===== config.mk =====
export PLATFORM = sky130hd
export DESIGN_NAME = mp_serial_tx
export DESIGN_NICKNAME = d
export VERILOG_FILES = /design/src/rtl/mp_tx_pkg.sv /design/src/rtl/mp_tx_hold.sv /design/src/rtl/mp_tx_engine.sv /design/src/rtl/mp_serial_tx.sv
export SDC_FILE = /design/constraint.sdc
export NUM_CORES = 1
export LEC_CHECK = 0
export BUFFER_PORTS_ARGS = -buffer_cell sky130_fd_sc_hd__buf_4
export CAP_MARGIN = 25
export CORE_AREA = 2 2 87 89
export DETAILED_ROUTE_END_ITERATION = 8
export DIE_AREA = 0 0 89 91
export PLACE_DENSITY = 0.47
export SKIP_CTS_REPAIR_TIMING = 1
export SLEW_MARGIN = 20
export SYNTH_ARGS = -nofsm -noshare
export SYNTH_HDL_FRONTEND = slang
export SYNTH_SLANG_ARGS = --single-unit

===== constraint.sdc =====
create_clock -name clk -period 2 [get_ports clk]
set_clock_uncertainty 0.05 [all_clocks]
set_input_delay 0.2 -clock clk [delete_from_list [all_inputs] [get_ports clk]]
set_output_delay 0.2 -clock clk [all_outputs]
set_load 0.02 [all_outputs]

===== src/rtl/mp_tx_pkg.sv =====
package mp_tx_pkg;
    typedef enum logic [2:0] {
        ST_IDLE  = 3'd0,
        ST_START = 3'd1,
        ST_DATA  = 3'd2,
        ST_MPB   = 3'd3,
        ST_STOP  = 3'd4
    } tx_state_e;
endpackage


===== src/rtl/mp_tx_hold.sv =====
module mp_tx_hold #(
    parameter int DATA_W = 8
) (
    input  logic              clk,
    input  logic              rst_n,
    input  logic              wr_en,
    input  logic [DATA_W-1:0] wr_data,
    input  logic              load,
    input  logic              done_set,
    output logic [DATA_W-1:0] hold_data,
    output logic              empty,
    output logic              done
);
    typedef struct packed {
        logic [DATA_W-1:0] hold;
        logic              empty;
        logic              done;
    } hold_t;

    hold_t h_d, h_q;

    always_comb begin
        h_d = h_q;
        if (wr_en) begin
            h_d.hold  = wr_data;
            h_d.empty = 1'b0;
            h_d.done  = 1'b0;
        end else begin
            if (load)     h_d.empty = 1'b1;
            if (done_set) h_d.done  = 1'b1;
        end
    end

    always_ff @(posedge clk or negedge rst_n) begin
        if (!rst_n) begin
            h_q.hold  <= '0;
            h_q.empty <= 1'b1;
            h_q.done  <= 1'b1;
        end else begin
            h_q <= h_d;
        end
    end

    assign hold_data = h_q.hold;
    assign empty     = h_q.empty;
    assign done      = h_q.done;

    AST_LOAD_SETS_EMPTY: assert property (@(posedge clk) disable iff (!rst_n)
        (load && !wr_en) |=> empty);
    AST_WRITE_CLEARS_FLAGS: assert property (@(posedge clk) disable iff (!rst_n)
        wr_en |=> (!empty && !done));
endmodule


===== src/rtl/mp_tx_engine.sv =====
module mp_tx_engine
    import mp_tx_pkg::*;
#(
    parameter int DATA_W = 8
) (
    input  logic              clk,
    input  logic              rst_n,
    input  logic              baud_tick,
    input  logic              empty,
    input  logic [DATA_W-1:0] hold_data,
    input  logic              cfg_len7,
    input  logic              cfg_two_stop,
    input  logic              cfg_mp_en,
    input  logic              mp_bit,
    output logic              load,
    output logic              done_set,
    output logic              txd
);
    localparam int CW = (DATA_W > 2) ? $clog2(DATA_W) : 1;
    localparam logic [CW-1:0] LAST_LONG  = CW'(DATA_W - 1);
    localparam logic [CW-1:0] LAST_SHORT = CW'(DATA_W - 2);

    typedef struct packed {
        tx_state_e         state;
        logic [DATA_W-1:0] sr;
        logic [CW-1:0]     cnt;
        logic [CW-1:0]     last;
        logic              mp_en;
        logic              mp_val;
        logic              two;
        logic              stop2;
        logic              txd;
    } eng_t;

    eng_t e_d, e_q;

    always_comb begin
        e_d      = e_q;
        load     = 1'b0;
        done_set = 1'b0;
        if (baud_tick) begin
            unique case (e_q.state)
                ST_IDLE: begin
                    load = !empty;
                end
                ST_START: begin
                    e_d.state = ST_DATA;
                    e_d.txd   = e_q.sr[0];
                    e_d.sr    = e_q.sr >> 1;
                    e_d.cnt   = '0;
                end
                ST_DATA: begin
                    if (e_q.cnt == e_q.last) begin
                        if (e_q.mp_en) begin
                            e_d.state = ST_MPB;
                            e_d.txd   = e_q.mp_val;
                        end else begin
                            e_d.state = ST_STOP;
                            e_d.txd   = 1'b1;
                            e_d.stop2 = 1'b0;
                        end
                    end else begin
                        e_d.txd = e_q.sr[0];
                        e_d.sr  = e_q.sr >> 1;
                        e_d.cnt = e_q.cnt + 1'b1;
                    end
                end
                ST_MPB: begin
                    e_d.state = ST_STOP;
                    e_d.txd   = 1'b1;
                    e_d.stop2 = 1'b0;
                end
                ST_STOP: begin
                    if (e_q.two && !e_q.stop2) begin
                        e_d.stop2 = 1'b1;
                        e_d.txd   = 1'b1;
                    end else begin
                        e_d.state = ST_IDLE;
                        e_d.txd   = 1'b1;
                        if (empty) done_set = 1'b1;
                        else       load     = 1'b1;
                    end
                end
                default: begin
                    e_d.state = ST_IDLE;
                    e_d.txd   = 1'b1;
                end
            endcase
            if (load) begin
                e_d.state  = ST_START;
                e_d.txd    = 1'b0;
                e_d.sr     = hold_data;
                e_d.last   = cfg_len7 ? LAST_SHORT : LAST_LONG;
                e_d.mp_en  = cfg_mp_en;
                e_d.mp_val = mp_bit;
                e_d.two    = cfg_two_stop;
                e_d.stop2  = 1'b0;
            end
        end
    end

    always_ff @(posedge clk or negedge rst_n) begin
        if (!rst_n) begin
            e_q.state  <= ST_IDLE;
            e_q.sr     <= '0;
            e_q.cnt    <= '0;
            e_q.last   <= LAST_LONG;
            e_q.mp_en  <= 1'b0;
            e_q.mp_val <= 1'b0;
            e_q.two    <= 1'b0;
            e_q.stop2  <= 1'b0;
            e_q.txd    <= 1'b1;
        end else begin
            e_q <= e_d;
        end
    end

    assign txd = e_q.txd;

    AST_IDLE_IS_MARK: assert property (@(posedge clk) disable iff (!rst_n)
        (e_q.state == ST_IDLE) |-> e_q.txd);
    AST_LOAD_GIVES_START: assert property (@(posedge clk) disable iff (!rst_n)
        load |=> !txd);
    AST_BIT_HELD_NO_TICK: assert property (@(posedge clk) disable iff (!rst_n)
        !baud_tick |=> $stable(txd));
endmodule


===== src/rtl/mp_serial_tx.sv =====
module mp_serial_tx #(
    parameter int DATA_W = 8
) (
    input  logic              clk,
    input  logic              rst_n,
    input  logic              baud_tick,
    input  logic              wr_en,
    input  logic [DATA_W-1:0] wr_data,
    input  logic              cfg_len7,
    input  logic              cfg_two_stop,
    input  logic              cfg_mp_en,
    input  logic              mp_bit,
    input  logic              data_irq_en,
    input  logic              done_irq_en,
    output logic              txd,
    output logic              data_empty,
    output logic              tx_done,
    output logic              irq_data_empty,
    output logic              irq_tx_done
);
    logic [DATA_W-1:0] hold_data;
    logic              load;
    logic              done_set;

    mp_tx_hold #(.DATA_W(DATA_W)) u_hold (
        .clk       (clk),
        .rst_n     (rst_n),
        .wr_en     (wr_en),
        .wr_data   (wr_data),
        .load      (load),
        .done_set  (done_set),
        .hold_data (hold_data),
        .empty     (data_empty),
        .done      (tx_done)
    );

    mp_tx_engine #(.DATA_W(DATA_W)) u_engine (
        .clk          (clk),
        .rst_n        (rst_n),
        .baud_tick    (baud_tick),
        .empty        (data_empty),
        .hold_data    (hold_data),
        .cfg_len7     (cfg_len7),
        .cfg_two_stop (cfg_two_stop),
        .cfg_mp_en    (cfg_mp_en),
        .mp_bit       (mp_bit),
        .load         (load),
        .done_set     (done_set),
        .txd          (txd)
    );

    assign irq_data_empty = data_empty & data_irq_en;
    assign irq_tx_done    = tx_done & done_irq_en;

    AST_DONE_LINE_HIGH: assert property (@(posedge clk) disable iff (!rst_n)
        tx_done |-> txd);
    AST_DONE_NEEDS_EMPTY: assert property (@(posedge clk) disable iff (!rst_n)
        tx_done |-> data_empty);
endmodule


== Word level (Yosys, flattened, before mapping) ==
Cells that the tools add are included.
W data, S select, Z words.
Operators by class
  add/subtract/negate cells: 1
  equality and inequality tests: 12
  multiplexer cells: 28
  bitwise operators: 2
  reduce and logical (&&, ||, !) cells: 15
Operator list (number)
  $mux W11: 2
  $pmux W11 S2: 1
  $mux W1: 16
  $pmux W3 S5: 1
  $mux W3: 3
  $ne A3 B3 Y1 const B: 3
  $eq A3 B2 Y1 const B: 2
  $ne A3 B1 Y1 const B: 2
  $pmux W1 S3: 2
  $reduce_and A3 Y1: 2
  $reduce_bool A2 Y1: 3
  $reduce_and A5 Y1: 1
  $mux W2: 2
  $reduce_and A2 Y1: 2
  $reduce_and A4 Y1: 1
  $reduce_bool A4 Y1: 1
  $add A3 B1 Y3 const B: 1
  $eq A3 B1 Y1 const B: 1
  $eq A3 B3 Y1: 1
  $eq A3 B3 Y1 const B: 1
  $logic_not A3 Y1: 1
  $reduce_bool A3 Y1: 1
  $and A1 B1 Y1: 2
  $logic_not A1 Y1: 2
  4 further kinds: 4
Word-level totals
  flip-flop bits (word level): 31
  bits of input ports: 18
  output and inout port bits: 5
  word-level logic and storage cells: 70

== Depth between registers and ports, before layout ==
Gate-level depths: netlist of the first run.
  depth after elaboration: 8
  gate-level depth with buffers: 5
  mapped depth without buffers: 4

== Hierarchy ==
A second synthesis of the first run with hierarchy kept.
Second synthesis, totals
  cell total of the unflattened synthesis: 147
  area, all modules: 1650.3 um2
Modules (own cells, without submodules)
  mp_tx_engine: times used 1, cells each 124, area an instance 1233.7 um2, sequential area each 503.0 um2
  mp_tx_hold: times used 1, cells each 21, area an instance 404.1 um2, sequential area each 252.7 um2
  mp_serial_tx: times used 1, cells each 2, area an instance 12.5 um2, sequential area each 0.0 um2

== Worst setup path before layout of the first run ==
OpenSTA, ideal clock, no wires.
  path type: reg2reg
  from: register u_engine.e_q[21] (netlist bit)
  to: register u_engine.e_q[2] (netlist bit)
  library setup time: 0.125 ns
  arrival time: 1.512 ns
  required time: 1.825 ns
  setup slack: 0.313 ns
  stages on the path, launching flop included: 5
  path buffers: 1
  clock period less this slack: 1.687 ns
  cells stage by stage: dfrtp_1 > and3b_1 > or4b_1 > buf_4 > mux2_4
On the way
  word-level cells in the longest chain between the ends: 4
  elaborated cells between the ends (all ways): 5
  those cells by class: eq/ne (1); mux (2); reduce/logical (2)
Ends and longest elaborated chain
  start, declared: RTL line mp_tx_engine.sv:35  | eng_t e_d, e_q;
  $eq A3 B3 Y1 / $logic_not A3 Y1 (equally long branches): RTL line mp_tx_engine.sv:42  | unique case (e_q.state)
  $pmux W1 S2 *: RTL line mp_tx_engine.sv:42
  $mux W1 *: RTL line mp_tx_engine.sv:41  | if (baud_tick) begin
  $reduce_and A2 Y1 (no line) *
Mark *: on every way between the ends. The rest lies on a longest branch, timed or not. The select of a mux whose other input is x is not followed.
A chain may end at the register's enable or synchronous reset.

== Worst setup path in the final report of the first run ==
  from: register u_engine.e_q[8] (netlist bit)
  to: register u_engine.e_q[1] (netlist bit)
On the way
  word-level cells in the longest chain between the ends: 3
Ends and longest elaborated chain
  $eq A3 B3 Y1: RTL line mp_tx_engine.sv:53  | if (e_q.cnt == e_q.last) begin
  $ne A3 B1 Y1 (no line)
  $reduce_and A5 Y1 (no line)
No other way between the ends.

==> flow_metrics.env, run 1 <==
export IMPL_status="finished clean"
export IMPL_critical_path_top_delay_family="flip-flops"
export IMPL_drive_gt1_share_pct=28.1
export IMPL_dp_worst_setup_slack_ns=0.154
export IMPL_number_of_global_route_vias_before_repair=1307
export IMPL_largest_net_degree_at_the_start_of_global_routing=31
export IMPL_filler_cell_count=796
export IMPL_antennaDiodeCount=0
export IMPL_setup_ws_ns=0.116
export IMPL_h_tree_depth=2
export IMPL_max_slew_margin_pct=71.4
export IMPL_via_count=1415
export IMPL_mappedNetlistArea_um2=1660
export IMPL_setup_violations_final=0
export IMPL_power_ir_vdd_worst_uv=489
export IMPL_cp_slowest_stage_delay_ns=0.45
export IMPL_synthDistinctLibCells=41
export IMPL_net_count_of_the_mapped_netlist=185
export IMPL_synth_enable_flop_cells=0
export IMPL_yosys_register_bits=30
export IMPL_hold_violations=0
export IMPL_hold_path_depth=2
export IMPL_areaGrowthSynthToFinish_pct=25.8
export IMPL_final_cell_area_um2=2090
export IMPL_synthCells=166
export IMPL_min_period_over_period_pct=94.2
export IMPL_drtIter0Drc=39
export IMPL_dieWidth_um=89
export IMPL_nNetsFinal=214
export IMPL_cp_slowest_cell="sky130_fd_sc_hd__dfrtp_1"
export IMPL_placed_cell_area_um2=1970
export IMPL_final_cell_mix="sky130_fd_sc_hd__buf_4, sky130_fd_sc_hd__dfrtp_1, sky130_fd_sc_hd__nand2b_1"
export IMPL_worst_setup_path_end_kind="flop"
export IMPL_tritoncts_num_buffers=5
export IMPL_synth_warnings=0
export IMPL_max_clock_path_buffers=2
export IMPL_clk_latency_ns=0.28
export IMPL_max_freq_ghz=0.531
export IMPL_drc_errors=0
export IMPL_r2r_worst_path_cells=4
export IMPL_max_slew_worst_pin_slew_ns=0.423
export IMPL_clk_pin_slew_ns=0.06
export IMPL_antenna_violating_nets_post_route=0
export IMPL_layout_cells_most_common="sky130_fd_sc_hd__buf_4"
export IMPL_rr_endpoint="u_engine.e_q[1]"
export IMPL_setup_worst_path_start_class="flop"
export IMPL_placeableCoreArea_um2=7140
export IMPL_wire_length_of_the_first_global_routing_pass_mm=6.75
export IMPL_cts_tree="yes"
export IMPL_die_area_um2=8100
export IMPL_power_density_nw_per_um2=1440
export IMPL_power_leakage_nw=0.871
export IMPL_post_drt_via_cell_ratio=4.80
export IMPL_die_y_um=91
export IMPL_final_slew_viol_count=0
export IMPL_synth_seq_area_share_pct=45.5
export IMPL_place_port_buffers=22
export IMPL_grt_total_usage_pct=10.7
export IMPL_cp_buffers_inverters=0
export IMPL_drt_wirelength_per_cell_um=13.4
export IMPL_syn_mean_instance_area_um2=10.0
export IMPL_reg2reg_slack_ns=0.12
export IMPL_antenna_violations_before_repair=0
export IMPL_synth_flop_cell="sky130_fd_sc_hd__dfrtp_1"
export IMPL_worst_hold_startpoint="cfg_len7"
export IMPL_path_cells="xor2_1 -> or4_1 -> a311oi_1 -> mux2i_1"
export IMPL_rsz0062_at_grt="no"
export IMPL_clock_tree_root_cell="sky130_fd_sc_hd__clkbuf_8"
export IMPL_setup_tns_ns=0
export IMPL_worstPathMaxFanout=7
export IMPL_hold_path_class="input pin to flop"
export IMPL_drtPass1Iterations=4
export IMPL_clock_sinks=30
export IMPL_grt_overflow=0
export IMPL_async_flop_share_pct=100
export IMPL_cp_required_ns=2.16
export IMPL_floorplan_initialDensity_pct=23.3
export IMPL_reg2reg_from="u_engine.e_q[8]"
export IMPL_timing_setup_critical_path_class="flop to flop"
export IMPL_drt_wl_total_mm=3.97
export IMPL_place_gp_congestion=0.761
export IMPL_rows=31
export IMPL_max_cap_viol_count=0
export IMPL_cp_data_arrival_time_ns=2.04
export IMPL_period_needed_ns=1.88
export IMPL_detailedPlacementHpwl_mm=2.75
export IMPL_ios=23
export IMPL_holdPathEnd="u_engine.e_q[5]"
-- registers in the layout, summed over array words and instances, names as in the netlist --
signal and count:
u_hold.hold_data 8, u_engine.e_q 19, u_hold.empty 1, u_engine.txd 1, u_hold.done 1
-- cell type report --
cell class,instances,area (um2),area share (%)
clock buffers,7,76.3,3.65
clock inverters,1,30.0,1.44
inverters,12,45.0,2.16
multi-input cells,115,823,39.4
flip-flops and latches,30,756,36.2
well taps,99,124,5.93
repair buffers,31,235,11.3
-- cell families after synthesis --
logic type	synth area share [%]
buffers and inverters	4.97
DFF	45.5
and+or+nand+nor	19.4
adders and majority gates	0.753
xor gates and xnor gates	1.05
AOI/OAI and AO/OA	19.0
muxes	9.34
-- power by group --
part           switching [mW]  internal [mW]  leakage (nW)
clock                   0.234          0.373        0.0524
sequential              0.207          0.844         0.357
combinational           0.721          0.627         0.461
-- how the worst max path moves through the flow --
stage | from | endpoint | depth (start not counted)
after detailed placement | u_engine.e_q[8] | u_engine.e_q[1] | 4
after global placement | u_engine.e_q[8] | u_engine.e_q[1] | 4
after CTS | u_engine.e_q[8] | u_engine.e_q[1] | 4
after global routing | u_engine.e_q[8] | u_engine.e_q[1] | 4
final | u_engine.e_q[8] | u_engine.e_q[1] | 4
after floorplan | u_engine.e_q[21] | u_engine.e_q[2] | 4
-- worst reg2reg max path, cell delays in order (launching register included) --
cell and delay (ns):
sky130_fd_sc_hd__dfrtp_1 0.45, sky130_fd_sc_hd__xor2_1 0.23, sky130_fd_sc_hd__or4_1 0.44, sky130_fd_sc_hd__a311oi_1 0.42, sky130_fd_sc_hd__mux2i_1 0.22
-- routing by layer --
metal	routed length, um	vias up	part of all wire (%)	global-route usage, %
met5	0	-	0	0
met4	83	0	2.1	4.85
met3	137	5	3.5	1.73
met2	1810	32	46	15.4
met1	1930	695	49	15.4
li1	-	683	-	-
-- per-stage QoR --
stage               hold WS [ns]  std cells  power (mW)  utilization, %
floorplan                 -0.146        166        1.98               -
CTS                       -0.197        294        3.03            29.1
finish                    0.0355        295        3.01            29.3
detailed placement         0.112        286        2.41            27.6
global route              0.0434        295        3.26            29.3
global placement           0.115        286        2.42            27.6
-- synth_stat cells (2+ instances only) --
cell type | count | area, um2
sky130_fd_sc_hd__a21oi_1 | 5 | 25.0
sky130_fd_sc_hd__a311oi_1 | 9 | 78.8
sky130_fd_sc_hd__a31oi_1 | 3 | 18.8
sky130_fd_sc_hd__and2_1 | 3 | 18.8
sky130_fd_sc_hd__clkbuf_1 | 8 | 30.0
sky130_fd_sc_hd__dfrtp_1 | 26 | 651
sky130_fd_sc_hd__dfstp_2 | 4 | 105
sky130_fd_sc_hd__inv_1 | 12 | 45.0
sky130_fd_sc_hd__mux2_2 | 8 | 90.1
sky130_fd_sc_hd__mux2_4 | 3 | 45.0
sky130_fd_sc_hd__mux2i_1 | 2 | 20.0
sky130_fd_sc_hd__nand2_1 | 7 | 26.3
sky130_fd_sc_hd__nand2b_1 | 13 | 81.3
sky130_fd_sc_hd__nand3_1 | 5 | 25.0
sky130_fd_sc_hd__nor2_1 | 7 | 26.3
sky130_fd_sc_hd__nor2b_1 | 2 | 12.5
sky130_fd_sc_hd__nor4_1 | 7 | 43.8
sky130_fd_sc_hd__o211ai_1 | 2 | 15.0
sky130_fd_sc_hd__o21ai_0 | 7 | 35.0
sky130_fd_sc_hd__o22ai_1 | 8 | 50.1
sky130_fd_sc_hd__o311ai_0 | 2 | 17.5
sky130_fd_sc_hd__o31ai_1 | 2 | 15.0
sky130_fd_sc_hd__or4_1 | 3 | 22.5
Note: power is estimated with default switching activity, not from simulation.
==> run 2: changes to the inputs <==
- CORE_AREA: 2 2 87 89 -> 2 2 71 107
- DIE_AREA: 0 0 89 91 -> 0 0 73 109
- PLACE_DENSITY: 0.47 -> 0.48
==> run 2 against run 1 <==
  * Critical path type unchanged
  * Flip-flop and latch count unchanged
  * Die area fell by 1.8%
  * Sequential share of layout area fell by 0.47 points
  * Register-to-register slack better by 0.02 ns
  * Non-clock buffer count up 2
  * Critical endpoint unchanged
  * Utilization grew 0.61 points
==> flow_metrics.env, run 2 (synthesized netlist as in run 1, its figures left out) <==
export IMPL_setup_ws_ns=0.131
export IMPL_cts_tree="yes"
export IMPL_place_port_buffers=22
export IMPL_fin_util_pct=29.9
export IMPL_tritoncts_num_buffers=5
export IMPL_final_hold_worst_slack_ns=0.0277
export IMPL_drtIter0Drc=30
export IMPL_drc_errors=0
export IMPL_wire_length_of_the_first_global_routing_pass_mm=6.92
export IMPL_place_gp_congestion=0.776
export IMPL_largest_register_ffs=19
export IMPL_setup_tns_ns=0
export IMPL_max_slew_margin_pct=71.2
export IMPL_ios=23
export IMPL_max_clock_path_buffers=2
export IMPL_detailedPlacementHpwl_mm=2.91
export IMPL_max_freq_ghz=0.535
export IMPL_layout_cells_most_common="sky130_fd_sc_hd__buf_4"
export IMPL_die_area_um2=7960
export IMPL_dp_worst_setup_slack_ns=0.156
export IMPL_dieWidth_um=73
export IMPL_holdPathEnd="u_engine.e_q[5]"
export IMPL_max_slew_worst_pin_slew_ns=0.426
export IMPL_rows=38
export IMPL_areaGrowthSynthToFinish_pct=27.4
export IMPL_final_cell_mix="sky130_fd_sc_hd__buf_4, sky130_fd_sc_hd__dfrtp_1, sky130_fd_sc_hd__nand2b_1"
export IMPL_rsz0062_at_grt="no"
export IMPL_drtPass1Iterations=4
export IMPL_antennaDiodeCount=0
export IMPL_grt_total_usage_pct=11.5
export IMPL_status="finished clean"
export IMPL_r2r_worst_path_cells=4
export IMPL_period_needed_ns=1.87
export IMPL_final_slew_viol_count=0
export IMPL_setup_worst_path_start_class="flop"
export IMPL_power_leakage_nw=0.900
export IMPL_rr_endpoint="u_engine.e_q[1]"
export IMPL_number_of_global_route_vias_before_repair=1400
export IMPL_max_cap_viol_count=0
export IMPL_filler_cell_count=745
export IMPL_worst_setup_path_end_kind="flop"
export IMPL_registers_top_by_ff_count="u_engine.e_q"
export IMPL_hold_violations=0
export IMPL_power_ir_vdd_worst_uv=562
export IMPL_clk_latency_ns=0.29
export IMPL_clock_sinks=30
export IMPL_antenna_violating_nets_post_route=0
export IMPL_reg2reg_slack_ns=0.13
export IMPL_timing_setup_critical_path_class="flop to flop"
export IMPL_hold_path_class="input pin to flop"
export IMPL_power_density_nw_per_um2=1520
export IMPL_largest_net_degree_at_the_start_of_global_routing=31
export IMPL_placeableCoreArea_um2=7080
export IMPL_nNetsFinal=216
export IMPL_die_y_um=109
export IMPL_post_drt_via_cell_ratio=4.97
export IMPL_area_of_the_multi_input_gates_um2=823
export IMPL_cp_data_arrival_time_ns=2.03
export IMPL_p_total_mw=3.23
export IMPL_drive_gt1_share_pct=29.8
export IMPL_reg2reg_from="u_engine.e_q[8]"
export IMPL_via_count=1381
export IMPL_drt_wirelength_per_cell_um=14.9
export IMPL_clock_tree_root_cell="sky130_fd_sc_hd__clkbuf_8"
export IMPL_grt_overflow=0
export IMPL_worst_hold_startpoint="cfg_len7"
export IMPL_floorplan_initialDensity_pct=23.5
export IMPL_min_period_over_period_pct=93.4
export IMPL_setup_violations_final=0
export IMPL_antenna_violations_before_repair=0
export IMPL_worstPathMaxFanout=7
export IMPL_hold_path_depth=2
export IMPL_clk_pin_slew_ns=0.06
export IMPL_seq_area_um2=756
export IMPL_cp_required_ns=2.16
export IMPL_h_tree_depth=2
export IMPL_drt_wl_total_mm=4.13
## run 2: cell count changes in the layout (fill, tap and decap cells not counted)
cell	change
sky130_fd_sc_hd__clkbuf_8	+1
sky130_fd_sc_hd__bufinv_16	+1
sky130_fd_sc_hd__buf_4	+2
sky130_fd_sc_hd__clkbuf_1	-2
## run 2: cell type report
cell class	instances	area share (%)
Multi-Input combinational cell	115	38.9
Sequential cell	30	35.7
Tap cell	80	4.73
Clock inverter	2	2.84
Inverter	12	2.13
Timing Repair Buffer	33	11.8
Clock buffer	6	3.90
## run 2: through the flow
stage	area, um2	std cells
global route	2120	278
global placement	1960	269
floorplan	1660	166
detailed placement	1960	269
CTS	2110	277
finish	2120	278
## run 2: routing by layer
metal  share of wire (%)  global-route usage (%)
met4                 2.5                    6.35
met2                  50                    19.1
met1                  45                    13.4
met5                   0                       0
met3                 2.7                    2.77
## run 2: worst max path at each step
stage	start	endpoint	slack, ns	cells past startpoint
after floorplan	u_engine.e_q[21]	u_engine.e_q[2]	0.31	4
after global placement	u_engine.e_q[20]	u_engine.e_q[2]	0.16	3
after detailed placement	u_engine.e_q[20]	u_engine.e_q[3]	0.16	3
after CTS	u_engine.e_q[8]	u_engine.e_q[1]	0.13	4
after global routing	u_engine.e_q[8]	u_engine.e_q[1]	0.04	4
final	u_engine.e_q[8]	u_engine.e_q[1]	0.13	4
## run 2: critical path, stage by stage (launching register included)
cell                       delay, ns
sky130_fd_sc_hd__dfrtp_1        0.46
sky130_fd_sc_hd__xor2_1         0.24
sky130_fd_sc_hd__or4_1          0.44
sky130_fd_sc_hd__a311oi_1       0.36
sky130_fd_sc_hd__mux2i_1        0.24
## run 2: where the power goes
group	switching, mW	internal [mW]
registers	0.247	0.844
logic	0.713	0.650
clock network	0.243	0.531
total	1.20	2.02
